## src/rtl/irq_arb_pkg.sv

```systemverilog
package irq_arb_pkg;
    localparam logic [31:0] PEND_BASE  = 32'h0000_1000;
    localparam logic [31:0] EN_BASE    = 32'h0000_2000;
    localparam logic [31:0] THR_ADDR   = 32'h0020_0000;
    localparam logic [31:0] CLAIM_ADDR = 32'h0020_0004;

    typedef struct packed {
        logic pending;
        logic busy;
    } gate_state_t;
endpackage

```

## src/rtl/irq_gate.sv

```systemverilog
module irq_gate
    import irq_arb_pkg::*;
#(
    parameter int ID_W = 5,
    parameter int ID   = 1
) (
    input  logic            clk,
    input  logic            rst_n,
    input  logic            src_i,
    input  logic            claim_i,
    input  logic [ID_W-1:0] claim_id_i,
    input  logic            cmp_i,
    input  logic [ID_W-1:0] cmp_id_i,
    output logic            pend_o
);
    gate_state_t st_d, st_q;
    logic claim_hit, cmp_hit;

    always_comb begin
        claim_hit = claim_i && (claim_id_i == ID_W'(ID));
        cmp_hit   = cmp_i && (cmp_id_i == ID_W'(ID));
        st_d      = st_q;
        if (claim_hit && st_q.pending) begin
            st_d.pending = 1'b0;
            st_d.busy    = 1'b1;
        end else begin
            if (cmp_hit) st_d.busy = 1'b0;
            if (!st_q.busy && !st_q.pending && src_i) st_d.pending = 1'b1;
        end
    end

    always_ff @(posedge clk or negedge rst_n) begin
        if (!rst_n) st_q <= '0;
        else        st_q <= st_d;
    end

    assign pend_o = st_q.pending;


    busy_blocks_pend_chk: assert property (@(posedge clk) disable iff (!rst_n)
        st_q.busy |=> !st_q.pending);

    claim_takes_chk: assert property (@(posedge clk) disable iff (!rst_n)
        (claim_hit && st_q.pending) |=> (st_q.busy && !st_q.pending));
endmodule

```

## src/rtl/irq_pick.sv

```systemverilog
module irq_pick #(
    parameter int NUM_SRC = 26,
    parameter int PRIO_W  = 3,
    parameter int ID_W    = 5
) (
    input  logic [NUM_SRC:1]             pend_i,
    input  logic [NUM_SRC:1]             en_i,
    input  logic [NUM_SRC:1][PRIO_W-1:0] prio_i,
    input  logic [PRIO_W-1:0]            thr_i,
    output logic [ID_W-1:0]              id_o,
    output logic [PRIO_W-1:0]            prio_o
);
    always_comb begin
        id_o   = '0;
        prio_o = '0;
        for (int i = 1; i <= NUM_SRC; i++) begin
            // strict compare keeps the lower ID on equal priority
            if (pend_i[i] && en_i[i] && (prio_i[i] > thr_i) && (prio_i[i] > prio_o)) begin
                id_o   = ID_W'(i);
                prio_o = prio_i[i];
            end
        end
    end
endmodule

```

## src/rtl/irq_prio_arbiter.sv

```systemverilog
module irq_prio_arbiter
    import irq_arb_pkg::*;
#(
    parameter int NUM_SRC = 26,
    parameter int PRIO_W  = 3,
    parameter int ADDR_W  = 24,
    parameter int DATA_W  = 32
) (
    input  logic              clk,
    input  logic              rst_n,
    input  logic [NUM_SRC:1]  irq_src_i,
    input  logic              req_valid_i,
    output logic              req_ready_o,
    input  logic              req_write_i,
    input  logic [ADDR_W-1:0] req_addr_i,
    input  logic [DATA_W-1:0] req_wdata_i,
    output logic              rsp_valid_o,
    output logic [DATA_W-1:0] rsp_rdata_o,
    output logic              irq_o
);
    localparam int ID_W   = $clog2(NUM_SRC + 1);
    localparam int NWORDS = (NUM_SRC + DATA_W) / DATA_W;

    typedef struct packed {
        logic [NUM_SRC:1][PRIO_W-1:0] prio;
        logic [NUM_SRC:1]             en;
        logic [PRIO_W-1:0]            thr;
        logic                         rsp_v;
        logic [DATA_W-1:0]            rsp_d;
    } regs_t;

    regs_t r_d, r_q;

    logic [NUM_SRC:1]   pend;
    logic [ID_W-1:0]    sel_id;
    logic [PRIO_W-1:0]  sel_prio;
    logic [31:0]        aw;
    logic [DATA_W-1:0]  rd;
    logic               rd_req, wr_req;
    logic               claim_v, cmp_v;
    logic [ID_W-1:0]    cmp_id;

    irq_pick #(.NUM_SRC(NUM_SRC), .PRIO_W(PRIO_W), .ID_W(ID_W)) u_pick (
        .pend_i (pend),
        .en_i   (r_q.en),
        .prio_i (r_q.prio),
        .thr_i  (r_q.thr),
        .id_o   (sel_id),
        .prio_o (sel_prio)
    );

    for (genvar g = 1; g <= NUM_SRC; g++) begin : g_gate
        irq_gate #(.ID_W(ID_W), .ID(g)) u_gate (
            .clk        (clk),
            .rst_n      (rst_n),
            .src_i      (irq_src_i[g]),
            .claim_i    (claim_v),
            .claim_id_i (sel_id),
            .cmp_i      (cmp_v),
            .cmp_id_i   (cmp_id),
            .pend_o     (pend[g])
        );
    end

    always_comb begin
        r_d       = r_q;
        r_d.rsp_v = 1'b0;
        r_d.rsp_d = '0;
        aw        = 32'(req_addr_i);
        rd_req    = req_valid_i && !req_write_i;
        wr_req    = req_valid_i && req_write_i;
        rd        = '0;
        claim_v   = 1'b0;
        cmp_v     = 1'b0;
        cmp_id    = req_wdata_i[ID_W-1:0];

        for (int i = 1; i <= NUM_SRC; i++) begin
            if (aw == 32'(4 * i)) begin
                rd[PRIO_W-1:0] = r_q.prio[i];
                if (wr_req) r_d.prio[i] = req_wdata_i[PRIO_W-1:0];
            end
        end

        for (int w = 0; w < NWORDS; w++) begin
            if (aw == PEND_BASE + 32'(4 * w)) begin
                for (int i = 1; i <= NUM_SRC; i++)
                    if (i / DATA_W == w) rd[i % DATA_W] = pend[i];
            end
            if (aw == EN_BASE + 32'(4 * w)) begin
                for (int i = 1; i <= NUM_SRC; i++) begin
                    if (i / DATA_W == w) begin
                        rd[i % DATA_W] = r_q.en[i];
                        if (wr_req) r_d.en[i] = req_wdata_i[i % DATA_W];
                    end
                end
            end
        end

        if (aw == THR_ADDR) begin
            rd[PRIO_W-1:0] = r_q.thr;
            if (wr_req) r_d.thr = req_wdata_i[PRIO_W-1:0];
        end

        if (aw == CLAIM_ADDR) begin
            rd[ID_W-1:0] = sel_id;
            claim_v      = rd_req && (sel_id != '0);
            cmp_v        = wr_req && (req_wdata_i != '0)
                           && (req_wdata_i <= DATA_W'(NUM_SRC));
        end

        if (rd_req) begin
            r_d.rsp_v = 1'b1;
            r_d.rsp_d = rd;
        end
    end

    always_ff @(posedge clk or negedge rst_n) begin
        if (!rst_n) r_q <= '0;
        else        r_q <= r_d;
    end

    assign req_ready_o = 1'b1;
    assign rsp_valid_o = r_q.rsp_v;
    assign rsp_rdata_o = r_q.rsp_d;
    assign irq_o       = (sel_id != '0);


    rsp_follows_read_chk: assert property (@(posedge clk) disable iff (!rst_n)
        (req_valid_i && !req_write_i) |=> rsp_valid_o);

    no_spurious_rsp_chk: assert property (@(posedge clk) disable iff (!rst_n)
        !(req_valid_i && !req_write_i) |=> !rsp_valid_o);

    irq_above_thr_chk: assert property (@(posedge clk) disable iff (!rst_n)
        irq_o |-> (sel_prio > r_q.thr));

    claim_nonzero_chk: assert property (@(posedge clk) disable iff (!rst_n)
        (req_valid_i && !req_write_i && aw == CLAIM_ADDR && irq_o) |=> (rsp_rdata_o != '0));
endmodule

```

## config.mk

```make
export PLATFORM = sky130hd
export DESIGN_NAME = irq_prio_arbiter
export DESIGN_NICKNAME = d
export VERILOG_FILES = /design/src/rtl/irq_arb_pkg.sv /design/src/rtl/irq_gate.sv /design/src/rtl/irq_pick.sv /design/src/rtl/irq_prio_arbiter.sv
export SDC_FILE = /design/constraint.sdc
export NUM_CORES = 1
export LEC_CHECK = 0
export ABC_CLOCK_PERIOD_IN_PS = 51300
export BUFFER_PORTS_ARGS = -buffer_cell sky130_fd_sc_hd__buf_2
export CAP_MARGIN = 0
export CORE_AREA = 2 2 163 165
export DETAILED_ROUTE_END_ITERATION = 7
export DIE_AREA = 0 0 165 167
export GPL_ROUTABILITY_DRIVEN = 0
export PLACE_DENSITY = 0.74
export SYNTH_ARGS = -nofsm -noshare
export SYNTH_HDL_FRONTEND = slang
export SYNTH_SLANG_ARGS = --single-unit
```

## constraint.sdc

```tcl
create_clock -name clk -period 51.3 [get_ports clk]
set_input_delay 10.26 -clock clk [delete_from_list [all_inputs] [get_ports clk]]
set_output_delay 10.26 -clock clk [all_outputs]
set_load 0.02 [all_outputs]
```

==> impl_metrics.env <==
export IMPL_status="finished, violations left"
export IMPL_violations="design-rule violations"
export IMPL_die_x_microns=165
export IMPL_cts_root_buffer="clkbuf_16"
export IMPL_core_area_sq_mm=0.0258
export IMPL_cts_buffer_depth=2
export IMPL_setup_tns_final_ps=0
export IMPL_setup_violations_final=0
export IMPL_drive_gt1_share_pct=16.2
export IMPL_crit_fanout=10
export IMPL_drc=1
export IMPL_clk_latency_ps=460
export IMPL_crit_top_cell="nor2_1"
export IMPL_syn_area_sq_mm=0.0140
export IMPL_power_density_mw_per_mm2=19.8
export IMPL_final_cell_area_sq_mm=0.0154
export IMPL_drt_iter0_drc=1494
export IMPL_clkSinkCount=187
export IMPL_hold_viol=0
export IMPL_nets=1911
export IMPL_wl_per_cell_microns=22.4
export IMPL_wirelength_microns=46200
export IMPL_synth_seq_area_share_pct=33.3
export IMPL_grt_overflow=0
export IMPL_max_freq_mhz=20.9
export IMPL_p_leak_uw=0.00757
export IMPL_arrival_ps=37680
export IMPL_track_usage_pct=34.2
export IMPL_grt_max_degree=81
export IMPL_grt_pass1_vias=13230
export IMPL_grt_pass1_wl_microns=72700
export IMPL_synth_cell_types=93
export IMPL_cts_buffers=17
export IMPL_post_synth_cell_area_avg_sq_um=8.57
export IMPL_first_pass_iters=8
export IMPL_synth_edf_count=0
export IMPL_std_cell_rows=59
export IMPL_synth_async_reset_ratio_pct=100
export IMPL_crit_type="reg2out"
export IMPL_slew_viol_final=0
export IMPL_worstMarginPinSlew_ps=1010
export IMPL_area_growth_pct=9.60
export IMPL_met3WireLength_microns=4250
export IMPL_max_stage_delay_ps=440
export IMPL_relSlewSlack_pct=32.9
export IMPL_dr_max_layer_used="met5"
export IMPL_dr_wl_met2_microns=20900
export IMPL_hold_path_class="reg2reg"
export IMPL_viasPerCell=6.55
export IMPL_portBuffers=114
export IMPL_yosys_warnings=0
export IMPL_cts_clk_slew_worst_paths_ps=90
export IMPL_fin_crit_ps=47940
export IMPL_max_cap_violations=0
export IMPL_worst_path_max_delay_cell="dfrtp_1"
export IMPL_synth_ff_type="dfrtp_1"
export IMPL_required_ps=41040
export IMPL_ys_ff_latch=187
export IMPL_synth_cells=1637
export IMPL_dpl_hpwl_microns=34100
export IMPL_rr_worst_depth=198
export IMPL_critPathCaptureType="primary output"
export IMPL_finClkSkew_ps=18.3
export IMPL_drtAntennaViolNets=0
export IMPL_dieArea_sq_mm=0.0276
export IMPL_hold_depth=2
export IMPL_tritoncts="done"
export IMPL_vias=13500
export IMPL_drt_met1_wl_microns=18200
export IMPL_antenna_found_initial=2
export IMPL_placed_area_sq_mm=0.0147
export IMPL_htreeDepth=4
export IMPL_ios=121
export IMPL_initial_core_util_pct=54.5
export IMPL_fp_dieH_microns=167
export IMPL_min_period_over_period_pct=93.4
export IMPL_rsz0062_at_grt="false"
export IMPL_vdd_drop_max_v=0.0000242
export IMPL_cp_start_kind="register"
path summary, 6_finish.rpt:
kind / from / end / slack (ps)
hold / removal: g_gate[11].u_gate.st_q[0] / g_gate[11].u_gate.st_q[0] / 480
hold reg to reg: g_gate[11].u_gate.st_q[0] / g_gate[11].u_gate.st_q[0] / 480
max in group asynchronous: rst_n / g_gate[17].u_gate.pend_o / 40140
setup / recovery: r_q[34] / irq_o / 3360
setup reg to reg: r_q[34] / g_gate[13].u_gate.pend_o / 13370
min in group asynchronous: rst_n / r_q[65] / 9770
cells in the mapped netlist (5+ instances only):
cell | count | area, sq um
a221oi_1 | 10 | 87.6
ha_1 | 113 | 1410
a22o_1 | 17 | 149
nand3b_1 | 10 | 75.1
nor2_1 | 153 | 574
a211oi_1 | 10 | 75.1
o21ai_1 | 8 | 40.0
nand2_1 | 200 | 751
and3_1 | 26 | 163
o21bai_1 | 5 | 37.5
nor2b_1 | 15 | 93.8
inv_1 | 89 | 334
a21boi_0 | 6 | 45.0
o22ai_1 | 9 | 56.3
a311oi_1 | 13 | 114
mux2_2 | 76 | 856
nand4_1 | 21 | 131
a21oi_1 | 85 | 425
buf_4 | 33 | 248
a31oi_1 | 22 | 138
a21o_1 | 26 | 195
a222oi_1 | 5 | 50.1
o21a_1 | 13 | 97.6
nor3b_1 | 16 | 120
clkbuf_1 | 36 | 135
and4_1 | 7 | 61.3
o31ai_1 | 9 | 67.6
mux2i_1 | 21 | 210
nor4_1 | 11 | 68.8
or2_2 | 8 | 50.1
nand3_1 | 68 | 340
dfrtp_1 | 187 | 4680
and2_1 | 30 | 188
o211ai_1 | 7 | 52.6
nand2b_1 | 6 | 37.5
o21ai_0 | 100 | 500
or3_1 | 6 | 37.5
maj3_1 | 7 | 70.1
nor3_1 | 32 | 160
a22oi_1 | 28 | 210
a211o_1 | 6 | 52.6
stage by stage:
stage,util (%),instances,power [uW],setup slack (ps),hold slack [ps]
2_1_floorplan,-,1641,158,7550,438
3_3_place_gp,57.2,2027,168,5410,456
3_5_place_dp,57.2,2027,169,4210,462
4_1_cts,59.6,2059,306,3580,483
5_1_grt,59.7,2061,314,58.4,509
6_report,59.7,2061,305,3360,479
cell type report:
type / instances / area (sq um)
Antenna cell: 1 / 2.50
Clock inverter: 14 / 175
Clock buffer: 18 / 439
Timing Repair Buffer: 128 / 684
Multi-Input combinational cell: 1289 / 8650
Sequential cell: 187 / 4680
Tap cell: 335 / 419
Inverter: 89 / 334
Fill cell: 2264 / 10400
cells by family after synthesis:
kind of cell             Yosys count  synth area share, %
multiplexers                      97                 7.59
adder cells (fa/ha/maj)          122                 10.7
other                              2               0.0535
flip-flops                       187                 33.3
AO/OA/AOI/OAI                    436                 21.4
buffers and inverters            165                 5.38
AND/OR/NAND/NOR                  628                 21.5
critical path, delay by kind of cell, from the launching register on:
kind | cells | cell delay (ps)
adder cells (fa/ha/maj) | 31 | 8860
buffers and inverters | 10 | 1010
AO/OA/AOI/OAI | 69 | 13000
AND/OR/NAND/NOR | 80 | 11630
flip-flops | 1 | 440
multiplexers | 7 | 2340
sequential cells by signal, summed over array words and instances, names as in the netlist:
signal / count
g_gate.u_gate.pend_o: 26
rsp_rdata_o: 27
g_gate.u_gate.st_q: 26
r_q: 107
rsp_valid_o: 1
routing by layer:
layer	track usage (%)	up-vias
met5	0	-
met4	18.9	2
met3	7.07	175
met2	52.3	718
met1	45.0	6471
li1	-	6134
cell usage in the layout, fill, tap and decap left out, types with 26 or more instances in the layout:
master and n:
mux2_2 76, and2_1 30, dfrtp_1 187, nand2_1 200, a22oi_1 28, a21o_1 26, and3_1 26, ha_1 113
buf_2 113, inv_1 89, nor2_1 152, o21ai_0 99, nand3_1 68, a21oi_1 85, nor3_1 31
power by group:
part | switching (uW) | internal [uW]
clock | 71.4 | 67.5
sequential | 1.99 | 149
combinational | 10.8 | 4.67
total | 84.2 | 221
timing repair:
item | in CTS | in global routing
resized for setup | 0 | 4
buffers inserted | 0 | 1
hold buffers | 0 | 0
endpoints found under the setup margin | 0 | 1
No activity file was read; power rests on OpenSTA's default activity.
